### config.mk
export PLATFORM = sky130hd
export DESIGN_NAME = pattern_fill_master
export DESIGN_NICKNAME = d
export VERILOG_FILES = /design/src/rtl/pfm_pkg.sv /design/src/rtl/pfm_ctrl.sv /design/src/rtl/pfm_beat_ctr.sv /design/src/rtl/pfm_data_fmt.sv /design/src/rtl/pattern_fill_master.sv
export SDC_FILE = /design/constraint.sdc
export NUM_CORES = 1
export LEC_CHECK = 0
export ABC_AREA = 1
export BUFFER_PORTS_ARGS = -buffer_cell sky130_fd_sc_hd__buf_2
export CAP_MARGIN = 40
export CORE_AREA = 2 2 115 117
export CTS_BUF_LIST = sky130_fd_sc_hd__clkbuf_2
export CTS_CLUSTER_DIAMETER = 50
export DETAILED_ROUTE_END_ITERATION = 12
export DIE_AREA = 0 0 117 119
export PLACE_DENSITY = 0.8
export REMOVE_ABC_BUFFERS = 1
export SLEW_MARGIN = 10
export SYNTH_ARGS = -nofsm -noshare
export SYNTH_HDL_FRONTEND = slang
export SYNTH_HIERARCHICAL = 1
export SYNTH_SLANG_ARGS = --single-unit
### constraint.sdc
create_clock -name clk_i -period 2.25 [get_ports clk_i]
set_input_delay 0.225 -clock clk_i [delete_from_list [all_inputs] [get_ports clk_i]]
set_output_delay 0.225 -clock clk_i [all_outputs]
set_load 0.005 [all_outputs]
### src/rtl/pfm_pkg.sv
package pfm_pkg;
  typedef enum logic [2:0] {
    ST_IDLE, ST_REQ, ST_DATA, ST_NEXT, ST_DONE, ST_ERR
  } pfm_state_e;

  localparam logic [1:0] PRIO_TOP   = 2'b11;
  localparam logic [3:0] SIZE_WORD  = 4'b0000;
  localparam logic [2:0] TYPE_MEM   = 3'b000;
endpackage

### src/rtl/pfm_ctrl.sv
module pfm_ctrl
  import pfm_pkg::*;
(
  input  logic       clk_i,
  input  logic       rst_ni,
  input  logic       start_i,
  input  logic       zero_len_i,
  input  logic       addr_ack_i,
  input  logic       wr_ack_i,
  input  logic       err_i,
  input  logic       last_i,
  output pfm_state_e state_o,
  output logic       load_o,
  output logic       advance_o
);
  pfm_state_e st_q, st_d;
  logic idle_like;

  assign idle_like = (st_q == ST_IDLE) || (st_q == ST_DONE) || (st_q == ST_ERR);
  assign load_o    = idle_like && start_i;
  assign advance_o = (st_q == ST_DATA) && wr_ack_i && !err_i;

  always_comb begin
    st_d = st_q;
    unique case (st_q)
      ST_IDLE, ST_DONE, ST_ERR:
        if (start_i) st_d = zero_len_i ? ST_DONE : ST_REQ;
      ST_REQ:
        if (err_i)           st_d = ST_ERR;
        else if (addr_ack_i) st_d = ST_DATA;
      ST_DATA:
        if (err_i)         st_d = ST_ERR;
        else if (wr_ack_i) st_d = ST_NEXT;
      ST_NEXT:
        st_d = last_i ? ST_DONE : ST_REQ;
      default: st_d = ST_IDLE;
    endcase
  end

  always_ff @(posedge clk_i or negedge rst_ni) begin
    if (!rst_ni) st_q <= ST_IDLE;
    else         st_q <= st_d;
  end

  assign state_o = st_q;

  AST_ERR_WINS: assert property (@(posedge clk_i) disable iff (!rst_ni)
    ((st_q == ST_REQ || st_q == ST_DATA) && err_i) |=> (st_q == ST_ERR));
  AST_BUSY_NO_RESTART: assert property (@(posedge clk_i) disable iff (!rst_ni)
    (st_q == ST_DATA && !wr_ack_i && !err_i) |=> (st_q == ST_DATA));
endmodule

### src/rtl/pfm_beat_ctr.sv
module pfm_beat_ctr #(
  parameter int ADDR_W     = 32,
  parameter int CNT_W      = 32,
  parameter int BEAT_BYTES = 8
) (
  input  logic              clk_i,
  input  logic              rst_ni,
  input  logic              load_i,
  input  logic [ADDR_W-1:0] base_i,
  input  logic [CNT_W-1:0]  total_i,
  input  logic              advance_i,
  output logic [ADDR_W-1:0] addr_o,
  output logic [CNT_W-1:0]  count_o,
  output logic              last_o
);
  logic [ADDR_W-1:0] addr_q;
  logic [CNT_W-1:0]  cnt_q, total_q;

  always_ff @(posedge clk_i or negedge rst_ni) begin
    if (!rst_ni) begin
      addr_q  <= '0;
      cnt_q   <= '0;
      total_q <= '0;
    end else if (load_i) begin
      addr_q  <= base_i;
      cnt_q   <= '0;
      total_q <= total_i;
    end else if (advance_i) begin
      addr_q <= addr_q + ADDR_W'(BEAT_BYTES);
      cnt_q  <= cnt_q + CNT_W'(1);
    end
  end

  assign addr_o  = addr_q;
  assign count_o = cnt_q;
  assign last_o  = (cnt_q == total_q);

  AST_COUNT_BOUND: assert property (@(posedge clk_i) disable iff (!rst_ni)
    (advance_i && !load_i) |-> (cnt_q < total_q));
endmodule

### src/rtl/pfm_data_fmt.sv
module pfm_data_fmt #(
  parameter int DATA_W = 64,
  localparam int HALF_W = DATA_W / 2
) (
  input  logic [HALF_W-1:0] count_i,
  output logic [DATA_W-1:0] wdata_o
);
  // upper half = index, lower half = its complement
  assign wdata_o = {count_i, ~count_i};
endmodule

### src/rtl/pattern_fill_master.sv
module pattern_fill_master
  import pfm_pkg::*;
#(
  parameter int ADDR_W = 32,
  parameter int DATA_W = 64,
  localparam int CNT_W  = DATA_W / 2,
  localparam int BE_W   = DATA_W / 8
) (
  input  logic              clk_i,
  input  logic              rst_ni,
  input  logic              start_i,
  input  logic [ADDR_W-1:0] base_addr_i,
  input  logic [CNT_W-1:0]  word_count_i,
  input  logic              addr_ack_i,
  input  logic              wr_ack_i,
  input  logic              bus_err_i,
  output logic              bus_req_o,
  output logic [1:0]        bus_prio_o,
  output logic              bus_rnw_o,
  output logic [BE_W-1:0]   bus_be_o,
  output logic [3:0]        bus_size_o,
  output logic [2:0]        bus_type_o,
  output logic              bus_lock_o,
  output logic              bus_abort_o,
  output logic              bus_compress_o,
  output logic              bus_guarded_o,
  output logic              bus_ordered_o,
  output logic [ADDR_W-1:0] bus_addr_o,
  output logic [DATA_W-1:0] bus_wdata_o,
  output logic              busy_o,
  output logic              done_o,
  output logic              err_o
);
  pfm_state_e       st;
  logic             load, advance, last;
  logic [CNT_W-1:0] cnt;

  pfm_ctrl u_ctrl (
    .clk_i      (clk_i),
    .rst_ni     (rst_ni),
    .start_i    (start_i),
    .zero_len_i (word_count_i == '0),
    .addr_ack_i (addr_ack_i),
    .wr_ack_i   (wr_ack_i),
    .err_i      (bus_err_i),
    .last_i     (last),
    .state_o    (st),
    .load_o     (load),
    .advance_o  (advance)
  );

  pfm_beat_ctr #(.ADDR_W(ADDR_W), .CNT_W(CNT_W), .BEAT_BYTES(BE_W)) u_ctr (
    .clk_i     (clk_i),
    .rst_ni    (rst_ni),
    .load_i    (load),
    .base_i    (base_addr_i),
    .total_i   (word_count_i),
    .advance_i (advance),
    .addr_o    (bus_addr_o),
    .count_o   (cnt),
    .last_o    (last)
  );

  pfm_data_fmt #(.DATA_W(DATA_W)) u_fmt (
    .count_i (cnt),
    .wdata_o (bus_wdata_o)
  );

  // single full-width memory writes only
  assign bus_prio_o     = PRIO_TOP;
  assign bus_rnw_o      = 1'b0;
  assign bus_be_o       = '1;
  assign bus_size_o     = SIZE_WORD;
  assign bus_type_o     = TYPE_MEM;
  assign bus_lock_o     = 1'b0;
  assign bus_abort_o    = 1'b0;
  assign bus_compress_o = 1'b0;
  assign bus_guarded_o  = 1'b0;
  assign bus_ordered_o  = 1'b0;

  assign bus_req_o = (st == ST_REQ);
  assign busy_o    = (st == ST_REQ) || (st == ST_DATA) || (st == ST_NEXT);
  assign done_o    = (st == ST_DONE);
  assign err_o     = (st == ST_ERR);

  AST_REQ_HOLD: assert property (@(posedge clk_i) disable iff (!rst_ni)
    (bus_req_o && !addr_ack_i && !bus_err_i) |=> bus_req_o);
  AST_REQ_DROP: assert property (@(posedge clk_i) disable iff (!rst_ni)
    (bus_req_o && addr_ack_i) |=> !bus_req_o);
  AST_DATA_STABLE: assert property (@(posedge clk_i) disable iff (!rst_ni)
    (busy_o && !bus_req_o && !wr_ack_i && st == ST_DATA) |=> $stable(bus_wdata_o));
  AST_ADDR_STEP: assert property (@(posedge clk_i) disable iff (!rst_ni)
    (st == ST_DATA && wr_ack_i && !bus_err_i) |=>
      (bus_addr_o == $past(bus_addr_o) + ADDR_W'(BE_W)));
  AST_DONE_QUIET: assert property (@(posedge clk_i) disable iff (!rst_ni)
    (done_o && !start_i) |=> (done_o && !bus_req_o));
  AST_ERR_NOREQ: assert property (@(posedge clk_i) disable iff (!rst_ni)
    err_o |-> (!bus_req_o && !done_o && !busy_o));
endmodule

==> impl_metrics.env <==
export IMPL_drive_gt1_share_pct=20.4
export IMPL_status="completed"
export IMPL_diodes=0
export IMPL_setup_viol=0
export IMPL_start_util_pct=51.8
export IMPL_yosysUniqueCellTypes=35
export IMPL_p_per_area_nw_per_um2=839
export IMPL_grt_max_degree=42
export IMPL_finClkSkew_ps=30.4
export IMPL_path_clk_slew_ps=290
export IMPL_ant_nets=0
export IMPL_hold_violations=0
export IMPL_cts_root_buf="clkbuf_2"
export IMPL_async_reset_ff_share_pct=100
export IMPL_die_h_um=119
export IMPL_drtPass1Iterations=7
export IMPL_core_um2=12900
export IMPL_slew_headroom_pct=51.0
export IMPL_cts_buffers=9
export IMPL_yosysWarningCount=6
export IMPL_cts_sinks=99
export IMPL_clock_latency_ps=630
export IMPL_path_max_fanout=8
export IMPL_drv_cap=0
export IMPL_nets=1275
export IMPL_clock_fmax_mhz=463
export IMPL_drtIter0Drc=666
export IMPL_final_max_slew_viol_count=0
export IMPL_htreeDepth=3
export IMPL_synth_edf_count=0
export IMPL_die_w_um=117
export IMPL_fp_row_count=42
export IMPL_finalCriticalPeriod_ps=2160
export IMPL_rsz0062_at_grt="yes"
export IMPL_yosysTopAreaCell="dfrtp_1"
export IMPL_reg2reg_setup_slack_ps=90
export IMPL_num_vias=6919
export IMPL_hold_class="in -> reg"
export IMPL_worstSetupEndpointType="flip-flop"
export IMPL_drc=0
export IMPL_cts_path_max_buffers=2
export IMPL_instances_no_fill=1384
export IMPL_overflow=0
export IMPL_gp_congestion=0.930
export IMPL_timing_worst_slew_pin_value_ps=733
export IMPL_wl_per_cell_um=13.5
export IMPL_grt_pass1_vias=6437
export IMPL_worst_hold_slack_ps=66.9
export IMPL_ios=193
export IMPL_multiInputGateArea_um2=3390
export IMPL_cp_arrival_ps=2700
export IMPL_start_kind="flip-flop"
export IMPL_antenna_found_initial=0
export IMPL_grt_util_all_layers_pct=26.9
export IMPL_leakagePower_nw=4.12
export IMPL_die_area_um2=13900
export IMPL_ys_flop_type="dfrtp_1"
export IMPL_layout_setup_ws_ps=92.2
export IMPL_crit_type="reg -> reg"
export IMPL_syn_inst=984
export IMPL_irDropWorstVdd_uv=595
export IMPL_syn_area_per_cell_um2=6.78
export IMPL_io_buffers=169
export IMPL_post_place_ws_ps=107
export IMPL_synthesis_area_um2=6680
export IMPL_seq_area_um2=2480
export IMPL_final_util_pct=65.5
export IMPL_viasPerCell=5.00
export IMPL_finalCritPeriodShare_pct=95.9
export IMPL_dp_hpwl_um=13100
export IMPL_wirelength_um=18700
export IMPL_syn2layout_area_growth_pct=26.3
export IMPL_required_ps=2790
export IMPL_dpl_cell_count=1294
export IMPL_ys_seq_elements=99
export IMPL_total_power_w=0.00707
export IMPL_synth_seq_area_share_pct=37.1
export IMPL_yosys_top_cells_area="dfrtp_1, nand2_1, nor2_1"
export IMPL_tritoncts="built"
export IMPL_fill_cells=1098
export IMPL_grt_pass1_wl_um=29800
export IMPL_synth_top_cell_area_share_pct=37.1
==> synth_stat cells (6+ instances only) <==
cell      number
nand2_1      326
nor2_1       144
inv_1        108
dfrtp_1       99
buf_4         57
nand3_1       57
xnor2_1       24
a22oi_1       19
o21ai_0       19
nand4_1       18
a21oi_1       16
xor2_1        15
nor3_1        14
nor2_2         9
clkbuf_1       8
nor2_4         7
buf_2          6
==> cell families after synthesis <==
| logic type | Yosys count | share of synthesized area [%] |
|---|---|---|
| xor gates and xnor gates | 39 | 5.12 |
| DFF | 99 | 37.1 |
| adders and majority gates | 2 | 0.375 |
| buffers and inverters | 186 | 13.9 |
| other | 2 | 0.113 |
| AOI/OAI and AO/OA | 65 | 5.92 |
| and+or+nand+nor | 591 | 37.5 |
==> final timing paths <==
check                           cells past startpoint                 to               from
worst max-delay path                               11    u_ctr/addr_o[7]  u_ctrl/state_o[0]
worst min-delay path                                6  u_ctr/count_o[17]            start_i
worst max register to register                     11    u_ctr/addr_o[7]  u_ctrl/state_o[0]
worst min register to register                      2    u_ctr/addr_o[1]    u_ctr/addr_o[1]
max in group asynchronous                           3  u_ctr/count_o[23]             rst_ni
min in group asynchronous                           3   u_ctr/total_q[4]             rst_ni
==> cells in the final DEF, fill, tap and decap left out, drive strengths merged, types with 5 or more instances in the layout <==
master	count
xnor2	24
nor3	15
conb	23
nand4	18
nand2	330
clkbuf	9
dlygate4sd3	70
o21ai	20
xor2	15
o211ai	5
nor2	160
dfrtp	99
inv	107
buf	193
a21oi	16
clkinvlp	5
nand3	61
a22oi	19
==> routing by layer <==
layer | GRT usage [%] | wire length (um) | up-vias
met4 | 8.24 | 444 | 0
li1 | - | - | 3422
met1 | 32.9 | 7650 | 3165
met3 | 6.21 | 1400 | 39
met5 | 0 | 0 | -
met2 | 46.8 | 9190 | 293
==> report_power, final <==
group	total, W	switching (W)	leakage (nW)	internal (W)
sequential	0.00303	0.000670	1.27	0.00236
clock	0.00110	0.000632	0.0818	0.000472
combinational	0.00293	0.00165	2.77	0.00129
==> layout make-up <==
class	count	share of cell area, %
well taps	176	2.61
clock buffers	9	0.534
flip-flops and latches	99	29.4
clock inverters	7	1.38
inverters	110	4.99
repair buffers	263	20.9
multi-input cells	720	40.2
==> flip-flops by register name, summed over array words and instances (netlist names) <==
name            flops
u_ctr/addr_o       32
u_ctr/count_o      32
u_ctr/total_q      32
u_ctrl/state_o      3
==> what timing repair did <==
| item | 4_1_cts | 5_1_grt |
|---|---|---|
| endpoints found under the hold margin | 166 | 0 |
| endpoints found under the setup margin | 0 | 33 |
| resized for setup | 0 | 16 |
| setup buffers | 0 | 5 |
| hold buffers | 70 | 0 |
==> per-stage QoR <==
| stage | instance area, um2 | setup TNS, ps |
|---|---|---|
| 6_report | 8430 | 0 |
| 5_1_grt | 8430 | -296 |
| 4_1_cts | 8350 | 0 |
| 3_5_place_dp | 7490 | 0 |
| 3_3_place_gp | 7470 | 0 |
| 2_1_floorplan | 6240 | -251710 |
==> worst max-delay path, cell delays in order, from the launching register on <==
cell        delay [ps]
dfrtp_1            500
nor2_2             190
nand2_2             90
inv_2               70
nand2_1             50
nor2_2             140
buf_6              130
clkinvlp_4         220
nor2_4             200
buf_6              140
clkinvlp_4         160
o211ai_1           210
Note: power is estimated with default switching activity, not from simulation.
